### src/rtl/i2cpr_pkg.sv
package i2cpr_pkg;
    localparam int REG_BITS = 8;
    localparam int NUM_REGS = 8;
    localparam int IDX_W    = $clog2(NUM_REGS);

    typedef enum logic [3:0] {
        ST_IDLE,
        ST_ADDR,
        ST_ADDR_ACK,
        ST_CMD,
        ST_CMD_ACK,
        ST_WR_BYTE,
        ST_WR_ACK,
        ST_RD_BYTE,
        ST_RD_ACK
    } fsm_state_t;
endpackage

### src/rtl/i2cpr_line_sync.sv
module i2cpr_line_sync #(
    parameter int STAGES = 2
) (
    input  logic clk,
    input  logic rst_n,
    input  logic scl_i,
    input  logic sda_i,
    output logic sda_lvl,
    output logic scl_rise,
    output logic scl_fall,
    output logic start_det,
    output logic stop_det
);
    logic [STAGES-1:0] scl_ff, sda_ff;
    logic              scl_q, sda_q;
    logic              scl_s, sda_s;

    always_ff @(posedge clk or negedge rst_n) begin
        if (!rst_n) begin
            scl_ff <= '1;
            sda_ff <= '1;
            scl_q  <= 1'b1;
            sda_q  <= 1'b1;
        end else begin
            scl_ff <= {scl_ff[STAGES-2:0], scl_i};
            sda_ff <= {sda_ff[STAGES-2:0], sda_i};
            scl_q  <= scl_s;
            sda_q  <= sda_s;
        end
    end

    assign scl_s     = scl_ff[STAGES-1];
    assign sda_s     = sda_ff[STAGES-1];
    assign sda_lvl   = sda_s;
    assign scl_rise  = scl_s & ~scl_q;
    assign scl_fall  = ~scl_s & scl_q;
    assign start_det = scl_s & scl_q & sda_q & ~sda_s;
    assign stop_det  = scl_s & scl_q & ~sda_q & sda_s;
endmodule

### src/rtl/i2cpr_regfile.sv
module i2cpr_regfile
    import i2cpr_pkg::*;
(
    input  logic                  clk,
    input  logic                  rst_n,
    input  logic                  wr_en,
    input  logic [IDX_W-1:0]      wr_idx,
    input  logic [REG_BITS-1:0]   wr_data,
    input  logic [IDX_W-1:0]      rd_idx,
    input  logic [2*REG_BITS-1:0] pins_in,
    output logic [REG_BITS-1:0]   rd_data,
    output logic [2*REG_BITS-1:0] out_val,
    output logic [2*REG_BITS-1:0] cfg_val
);
    localparam int FIRST_RW = 2;
    localparam int POL_LO   = 4;
    localparam int POL_HI   = 5;

    logic [REG_BITS-1:0] regs_q [FIRST_RW:NUM_REGS-1];

    for (genvar i = FIRST_RW; i < NUM_REGS; i++) begin : g_reg
        localparam logic [REG_BITS-1:0] RST_VAL =
            (i == POL_LO || i == POL_HI) ? '0 : '1;
        always_ff @(posedge clk or negedge rst_n) begin
            if (!rst_n)
                regs_q[i] <= RST_VAL;
            else if (wr_en && wr_idx == IDX_W'(i))
                regs_q[i] <= wr_data;
        end
    end

    always_comb begin
        if (rd_idx[IDX_W-1:1] == '0) begin
            if (rd_idx[0])
                rd_data = pins_in[2*REG_BITS-1:REG_BITS] ^ regs_q[POL_HI];
            else
                rd_data = pins_in[REG_BITS-1:0] ^ regs_q[POL_LO];
        end else begin
            rd_data = regs_q[rd_idx];
        end
    end

    assign out_val = {regs_q[3], regs_q[2]};
    assign cfg_val = {regs_q[7], regs_q[6]};

    // a write aimed at the input pair leaves every stored register untouched
    a_r7_input_pair_readonly: assert property (@(posedge clk) disable iff (!rst_n)
        (wr_en && wr_idx[IDX_W-1:1] == '0) |=>
            ($stable(out_val) && $stable(cfg_val) &&
             $stable(regs_q[POL_LO]) && $stable(regs_q[POL_HI])));
endmodule

### src/rtl/i2cpr_fsm.sv
module i2cpr_fsm
    import i2cpr_pkg::*;
#(
    parameter logic [6:0] DEV_ADDR = 7'h24
) (
    input  logic                clk,
    input  logic                rst_n,
    input  logic                sda_lvl,
    input  logic                scl_rise,
    input  logic                scl_fall,
    input  logic                start_det,
    input  logic                stop_det,
    input  logic [REG_BITS-1:0] rd_data,
    output logic                wr_en,
    output logic [IDX_W-1:0]    wr_idx,
    output logic [REG_BITS-1:0] wr_data,
    output logic [IDX_W-1:0]    rd_idx,
    output logic                sda_oe
);
    localparam int         CNT_W    = $clog2(REG_BITS + 1);
    localparam logic [CNT_W-1:0] BITS_FULL = CNT_W'(REG_BITS);
    localparam logic [CNT_W-1:0] BITS_LAST = CNT_W'(REG_BITS - 1);
    localparam logic [IDX_W-1:0] PAIR_FLIP = IDX_W'(1);

    fsm_state_t          state, n_state;
    logic [CNT_W-1:0]    cnt, n_cnt;
    logic [REG_BITS-1:0] shreg, n_sh;
    logic [IDX_W-1:0]    ptr, n_ptr;
    logic                rw, n_rw;
    logic                mnack, n_nack;

    always_comb begin
        n_state = state;
        n_cnt   = cnt;
        n_sh    = shreg;
        n_ptr   = ptr;
        n_rw    = rw;
        n_nack  = mnack;
        wr_en   = 1'b0;
        if (start_det) begin
            n_state = ST_ADDR;
            n_cnt   = '0;
        end else if (stop_det) begin
            n_state = ST_IDLE;
        end else begin
            unique case (state)
                ST_IDLE: ;
                ST_ADDR, ST_CMD, ST_WR_BYTE: begin
                    if (scl_rise && cnt < BITS_FULL) begin
                        n_sh  = {shreg[REG_BITS-2:0], sda_lvl};
                        n_cnt = cnt + CNT_W'(1);
                    end else if (scl_fall && cnt == BITS_FULL) begin
                        n_cnt = '0;
                        if (state == ST_ADDR) begin
                            if (shreg[REG_BITS-1:1] == DEV_ADDR) begin
                                n_rw    = shreg[0];
                                n_state = ST_ADDR_ACK;
                            end else begin
                                n_state = ST_IDLE;
                            end
                        end else if (state == ST_CMD) begin
                            n_ptr   = shreg[IDX_W-1:0];
                            n_state = ST_CMD_ACK;
                        end else begin
                            wr_en   = 1'b1;
                            n_ptr   = ptr ^ PAIR_FLIP;
                            n_state = ST_WR_ACK;
                        end
                    end
                end
                ST_ADDR_ACK: begin
                    if (scl_fall) begin
                        n_cnt = '0;
                        if (rw) begin
                            n_sh    = rd_data;
                            n_ptr   = ptr ^ PAIR_FLIP;
                            n_state = ST_RD_BYTE;
                        end else begin
                            n_state = ST_CMD;
                        end
                    end
                end
                ST_CMD_ACK, ST_WR_ACK: begin
                    if (scl_fall) begin
                        n_cnt   = '0;
                        n_state = ST_WR_BYTE;
                    end
                end
                ST_RD_BYTE: begin
                    if (scl_fall) begin
                        if (cnt == BITS_LAST) begin
                            n_cnt   = '0;
                            n_state = ST_RD_ACK;
                        end else begin
                            n_cnt = cnt + CNT_W'(1);
                            n_sh  = {shreg[REG_BITS-2:0], 1'b0};
                        end
                    end
                end
                ST_RD_ACK: begin
                    if (scl_rise) begin
                        n_nack = sda_lvl;
                    end else if (scl_fall) begin
                        n_cnt = '0;
                        if (!mnack) begin
                            n_sh    = rd_data;
                            n_ptr   = ptr ^ PAIR_FLIP;
                            n_state = ST_RD_BYTE;
                        end else begin
                            n_state = ST_IDLE;
                        end
                    end
                end
                default: n_state = ST_IDLE;
            endcase
        end
    end

    // state register
    always_ff @(posedge clk or negedge rst_n) begin
        if (!rst_n) begin
            state <= ST_IDLE;
            cnt   <= '0;
            shreg <= '0;
            ptr   <= '0;
            rw    <= 1'b0;
            mnack <= 1'b0;
        end else begin
            state <= n_state;
            cnt   <= n_cnt;
            shreg <= n_sh;
            ptr   <= n_ptr;
            rw    <= n_rw;
            mnack <= n_nack;
        end
    end

    // output register: drive SDA low for acknowledges and zero read bits
    always_ff @(posedge clk or negedge rst_n) begin
        if (!rst_n)
            sda_oe <= 1'b0;
        else
            sda_oe <= (n_state inside {ST_ADDR_ACK, ST_CMD_ACK, ST_WR_ACK}) ||
                      (n_state == ST_RD_BYTE && !n_sh[REG_BITS-1]);
    end

    assign wr_idx  = ptr;
    assign rd_idx  = ptr;
    assign wr_data = shreg;

    // SDA is only pulled while an acknowledge or a read byte is owed
    a_r2_drive_only_when_owed: assert property (@(posedge clk) disable iff (!rst_n)
        sda_oe |-> (state inside {ST_ADDR_ACK, ST_CMD_ACK, ST_WR_ACK, ST_RD_BYTE}));

    // a foreign address sends the machine idle without an acknowledge
    a_r3_foreign_addr_silent: assert property (@(posedge clk) disable iff (!rst_n)
        (state == ST_ADDR && scl_fall && cnt == BITS_FULL &&
         shreg[REG_BITS-1:1] != DEV_ADDR && !start_det && !stop_det)
        |=> (state == ST_IDLE && !sda_oe));

    // command byte low bits become the pointer
    a_r4_cmd_loads_ptr: assert property (@(posedge clk) disable iff (!rst_n)
        (state == ST_CMD && scl_fall && cnt == BITS_FULL && !start_det && !stop_det)
        |=> (ptr == $past(shreg[IDX_W-1:0])));

    // each written byte flips the pointer within its pair
    a_r5_pair_toggle: assert property (@(posedge clk) disable iff (!rst_n)
        (state == ST_WR_BYTE && scl_fall && cnt == BITS_FULL && !start_det && !stop_det)
        |=> (ptr == ($past(ptr) ^ PAIR_FLIP)));

    // STOP always lands in idle with SDA released
    a_r9_stop_idles: assert property (@(posedge clk) disable iff (!rst_n)
        stop_det |=> (state == ST_IDLE && !sda_oe));

    // host NACK releases the line
    a_r10_nack_release: assert property (@(posedge clk) disable iff (!rst_n)
        (state == ST_RD_ACK && scl_fall && mnack && !start_det && !stop_det)
        |=> (state == ST_IDLE && !sda_oe));
endmodule

### src/rtl/i2c_pair_regfile.sv
module i2c_pair_regfile
    import i2cpr_pkg::*;
#(
    parameter logic [6:0] DEV_ADDR    = 7'h24,
    parameter int         SYNC_STAGES = 2
) (
    input  logic                  clk,
    input  logic                  rst_n,
    input  logic                  scl_i,
    input  logic                  sda_i,
    output logic                  sda_oe,
    input  logic [2*REG_BITS-1:0] pins_in,
    output logic [2*REG_BITS-1:0] out_val,
    output logic [2*REG_BITS-1:0] cfg_val
);
    logic                sda_lvl, scl_rise, scl_fall, start_det, stop_det;
    logic                wr_en;
    logic [IDX_W-1:0]    wr_idx, rd_idx;
    logic [REG_BITS-1:0] wr_data, rd_data;

    i2cpr_line_sync #(.STAGES(SYNC_STAGES)) u_sync (
        .clk       (clk),
        .rst_n     (rst_n),
        .scl_i     (scl_i),
        .sda_i     (sda_i),
        .sda_lvl   (sda_lvl),
        .scl_rise  (scl_rise),
        .scl_fall  (scl_fall),
        .start_det (start_det),
        .stop_det  (stop_det)
    );

    i2cpr_fsm #(.DEV_ADDR(DEV_ADDR)) u_fsm (
        .clk       (clk),
        .rst_n     (rst_n),
        .sda_lvl   (sda_lvl),
        .scl_rise  (scl_rise),
        .scl_fall  (scl_fall),
        .start_det (start_det),
        .stop_det  (stop_det),
        .rd_data   (rd_data),
        .wr_en     (wr_en),
        .wr_idx    (wr_idx),
        .wr_data   (wr_data),
        .rd_idx    (rd_idx),
        .sda_oe    (sda_oe)
    );

    i2cpr_regfile u_regs (
        .clk     (clk),
        .rst_n   (rst_n),
        .wr_en   (wr_en),
        .wr_idx  (wr_idx),
        .wr_data (wr_data),
        .rd_idx  (rd_idx),
        .pins_in (pins_in),
        .rd_data (rd_data),
        .out_val (out_val),
        .cfg_val (cfg_val)
    );
endmodule

### config.mk
export PLATFORM = sky130hd
export DESIGN_NAME = i2c_pair_regfile
export DESIGN_NICKNAME = d
export VERILOG_FILES = /design/src/rtl/i2cpr_pkg.sv /design/src/rtl/i2cpr_line_sync.sv /design/src/rtl/i2cpr_regfile.sv /design/src/rtl/i2cpr_fsm.sv /design/src/rtl/i2c_pair_regfile.sv
export SDC_FILE = /design/constraint.sdc
export NUM_CORES = 1
export LEC_CHECK = 0
export BUFFER_PORTS_ARGS = -buffer_cell sky130_fd_sc_hd__buf_2
export CORE_UTILIZATION = 40
export CTS_BUF_LIST = sky130_fd_sc_hd__clkbuf_4 sky130_fd_sc_hd__clkbuf_8
export CTS_CLUSTER_SIZE = 14
export DETAILED_ROUTE_END_ITERATION = 6
export GPL_ROUTABILITY_DRIVEN = 1
export GPL_TIMING_DRIVEN = 0
export PLACE_DENSITY = 0.56
export SKIP_CTS_REPAIR_TIMING = 1
export SKIP_LAST_GASP = 1
export SLEW_MARGIN = 5
export SYNTH_ARGS = -nofsm -noshare
export SYNTH_HDL_FRONTEND = slang
export SYNTH_SLANG_ARGS = --single-unit
### constraint.sdc
create_clock -name clk -period 3.55 [get_ports clk]
set_clock_uncertainty 0.05 [all_clocks]
set_input_delay 0.1775 -clock clk [delete_from_list [all_inputs] [get_ports clk]]
set_output_delay 0.1775 -clock clk [all_outputs]
set_load 0.02 [all_outputs]
==> results.md <==
* Core Area at ~11000 sq um
* Vias in the first global route at approximately 3200
* Hold Path Class: in -> async
* Floorplan die width at between 100 and 150 microns
* Ant. Diodes at 0
* GPL Wtd Cong at ~0.9
* Pin count of the biggest net entering global routing at 57
* Synth-to-Final Area Change at 16.62%
* Top cell type's share of synthesized area at between 20% and 30%
* Top-count cell post-synth: mux2_2
* Inserted Clock Buffers at 9
* DPL Wire Length at approximately 7300 microns
* Post-synth top area cell: dfstp_2
* Clock latency on the worst-skew pair at between 300 and 400 ps
* Slew Viols, Final at 0
* Mapped Area at between 4000 and 5000 sq um
* Initial antenna violation count at 0
* Yosys reg bits at between 70 and 80
* RSZ-0062 raised after global routing: no
* Initial DRC count at 162
* Nets at 463
* Worst R2R Setup Slack at about 430 ps
* Vias per cell at roughly 5.5
* Top post-synthesis cells by area: dfstp_2, dfrtp_1, mux2_2, mux4_2, buf_4
* Cell Chain, Critical Path: clkbuf_1, nor3b_1, a21o_1, clkbuf_1, a222oi_1, o211ai_1, nand3_1
* Lkg Pwr at between 2 and 2.5 nW
* # IOs at 53
* Synthesized Nets at 396
* Row count at 38
* Achievable clock frequency at around 0.32 GHz
* CTS tree: done
* CP max-delay cell: nor3b_1
* Total power at between 1.5 and 2 mW
* Fin crit share at between 80% and 90%
* Final setup violation count at 0
* Worst-margin pin slew at 936.4 ps
* CP Depth at 7
* Longest Clk Path Bufs at 2
* Final wirelength at between 10000 and 15000 microns
* Startpoint types: register
* Critical path class: reg -> reg
* Post-synth EDFFs at 0
* Routed vias at roughly 3200
* Buffers & Inverters on Critical Path at 2
* VDD IR max at around 0.17 mV
* First-pass GRT wire length at 17150 microns
* CTS H-tree lvls at 3
* CP arrival at approximately 3300 ps
* DRC Markers at 0
* Synth Area per Inst at around 12 sq um
* CP most frequent cell: clkbuf_1
* Initial Util at between 40 and 50%
* WL/cell at between 15 and 20 microns
* Distinct cells, synth at around 60
* Pwr per Cell Area at ~370 nW/um^2
* Hold WS at roughly 210 ps
* Data required time of the critical path at 3730 ps
* CTS root buf: clkbuf_8
* Post-Syn Instances at approximately 370
* Final hold violation count at 0
* Max-Cap Viols at 0
* Critical path's top delay family: simple AND/OR/NAND/NOR gates
* R2R cell count at 7
* Slew HR at 37.44%
* CP max stage delay at 810 ps
* Clock Sinks at 76
* Status: complete, no violations
* Yosys warnings at 0
* Commonest cells post-synth: mux2_2, dfrtp_1, dfstp_2
* Total track usage at 20.04%
* DRT Pass-1 Iters at 5
* Crit-path max FO at 10
* CP endpoint kind: register
* Synth Flop Type: dfstp_2
* Clk pin slew, worst setup/hold paths at about 80 ps
* Die ar. at 11490 sq um
* Util after Layout at between 40% and 50%
* Post-synthesis sequential area ratio at 44.05%
* Final worst-path setup slack at 434.4 ps
* Die Ht at roughly 110 microns
* Post-route ant nets at 0
* Port buffer count at between 50 and 60
* Fraction of layout cells with a size suffix above 1 at approximately half
* Pre-CTS WS at about 450 ps
* Minimum clock period at 3116 ps
* Final setup TNS at 0 ps
* Asr flop ratio synth at 100.0%
* Total grt overflow at 0
[report_power, final]
| part | leakage, nW | internal [mW] | switching (mW) | total (mW) |
|---|---|---|---|---|
| logic | 1.30 | 0.0700 | 0.115 | 0.184 |
| clock network | 0.119 | 0.462 | 0.328 | 0.790 |
| registers | 0.919 | 0.891 | 0.0212 | 0.912 |
| total | 2.34 | 1.42 | 0.463 | 1.89 |
[area by class of cell]
type	count	area (sq um)
fillers	1006	5632
repair buffers	56	320.3
flip-flops and latches	76	1949
inverters	8	30.03
clock inverters	3	67.56
well taps	140	175.2
clock buffers	13	172.7
multi-input cells	233	2100
plain buffers	57	346.6
[per-layer routing]
| metal | track usage, % | routed length, microns | vias up |
|---|---|---|---|
| met5 | 0 | 0 | - |
| met3 | 4.681 | 513 | 22 |
| met1 | 26.22 | 4717 | 1582 |
| li1 | - | - | 1493 |
| met2 | 31.61 | 5079 | 99 |
| met4 | 8.904 | 297 | 0 |
[through the flow]
step	instances	cell area, sq um
after global routing	586	5161
after detailed placement	567	4891
after global placement	566	4861
final	586	5161
after CTS	583	5131
after floorplan	374	4425
[worst register-to-register path, stage by stage, from the launching register on]
cell and delay [ps]:
dfstp_2 550, clkbuf_1 290, nor3b_1 810, a21o_1 210, clkbuf_1 450, a222oi_1 290
o211ai_1 240, nand3_1 100
[layout by cell type (no fill, tap or decap), types with 6 or more instances in the layout]
| cell type | n |
|---|---|
| o21ai_0 | 15 |
| mux4_2 | 14 |
| clkbuf_8 | 12 |
| inv_1 | 7 |
| buf_4 | 33 |
| buf_2 | 55 |
| dfrtp_1 | 38 |
| xor2_1 | 18 |
| nand3b_1 | 6 |
| mux2_2 | 56 |
| a22oi_1 | 7 |
| clkbuf_1 | 19 |
| nand2_1 | 10 |
| dfstp_2 | 38 |
| mux2i_1 | 8 |
| a21oi_1 | 8 |
| nor2_1 | 10 |
| nand3_1 | 6 |
[worst paths after layout]
path / endpoint / startpoint
max in group asynchronous: u_regs.out_val[9]$_DFFE_PN1P_ / rst_n
max reg2reg: u_fsm.sda_oe$_DFF_PN0_ / u_sync.scl_ff[1]$_DFF_PN1_
min in group clk: u_sync.sda_ff[1]$_DFF_PN1_ / u_sync.sda_ff[0]$_DFF_PN1_
min reg2reg: u_sync.sda_ff[1]$_DFF_PN1_ / u_sync.sda_ff[0]$_DFF_PN1_
max: u_fsm.sda_oe$_DFF_PN0_ / u_sync.scl_ff[1]$_DFF_PN1_
min: u_fsm.state[3]$_DFF_PN0_ / rst_n
[kinds of logic (layout without fill, tap and decap cells)]
| kind of cell | after synthesis | after routing | share of synthesized area (%) |
|---|---|---|---|
| muxes | 78 | 78 | 23.18 |
| DFF | 76 | 76 | 44.05 |
| and+or+nand+nor | 72 | 72 | 10.32 |
| buffers and inverters | 65 | 137 | 8.510 |
| AOI/OAI and AO/OA | 63 | 63 | 9.811 |
| xor gates and xnor gates | 18 | 18 | 3.562 |
| adders and majority gates | 2 | 2 | 0.5654 |
[flip-flops by register name, indices dropped and copies added (netlist names)]
name            cells
u_regs.regs_q      16
u_fsm.sda_oe        1
u_sync.sda_q        1
u_sync.scl_ff       2
u_fsm.cnt           4
u_fsm.rw            1
u_fsm.state         4
u_regs.out_val     16
u_fsm.rd_idx        3
u_fsm.wr_data       8
u_sync.sda_ff       2
u_sync.scl_q        1
u_regs.cfg_val     16
u_fsm.mnack         1
Note: power is estimated with default switching activity, not from simulation.
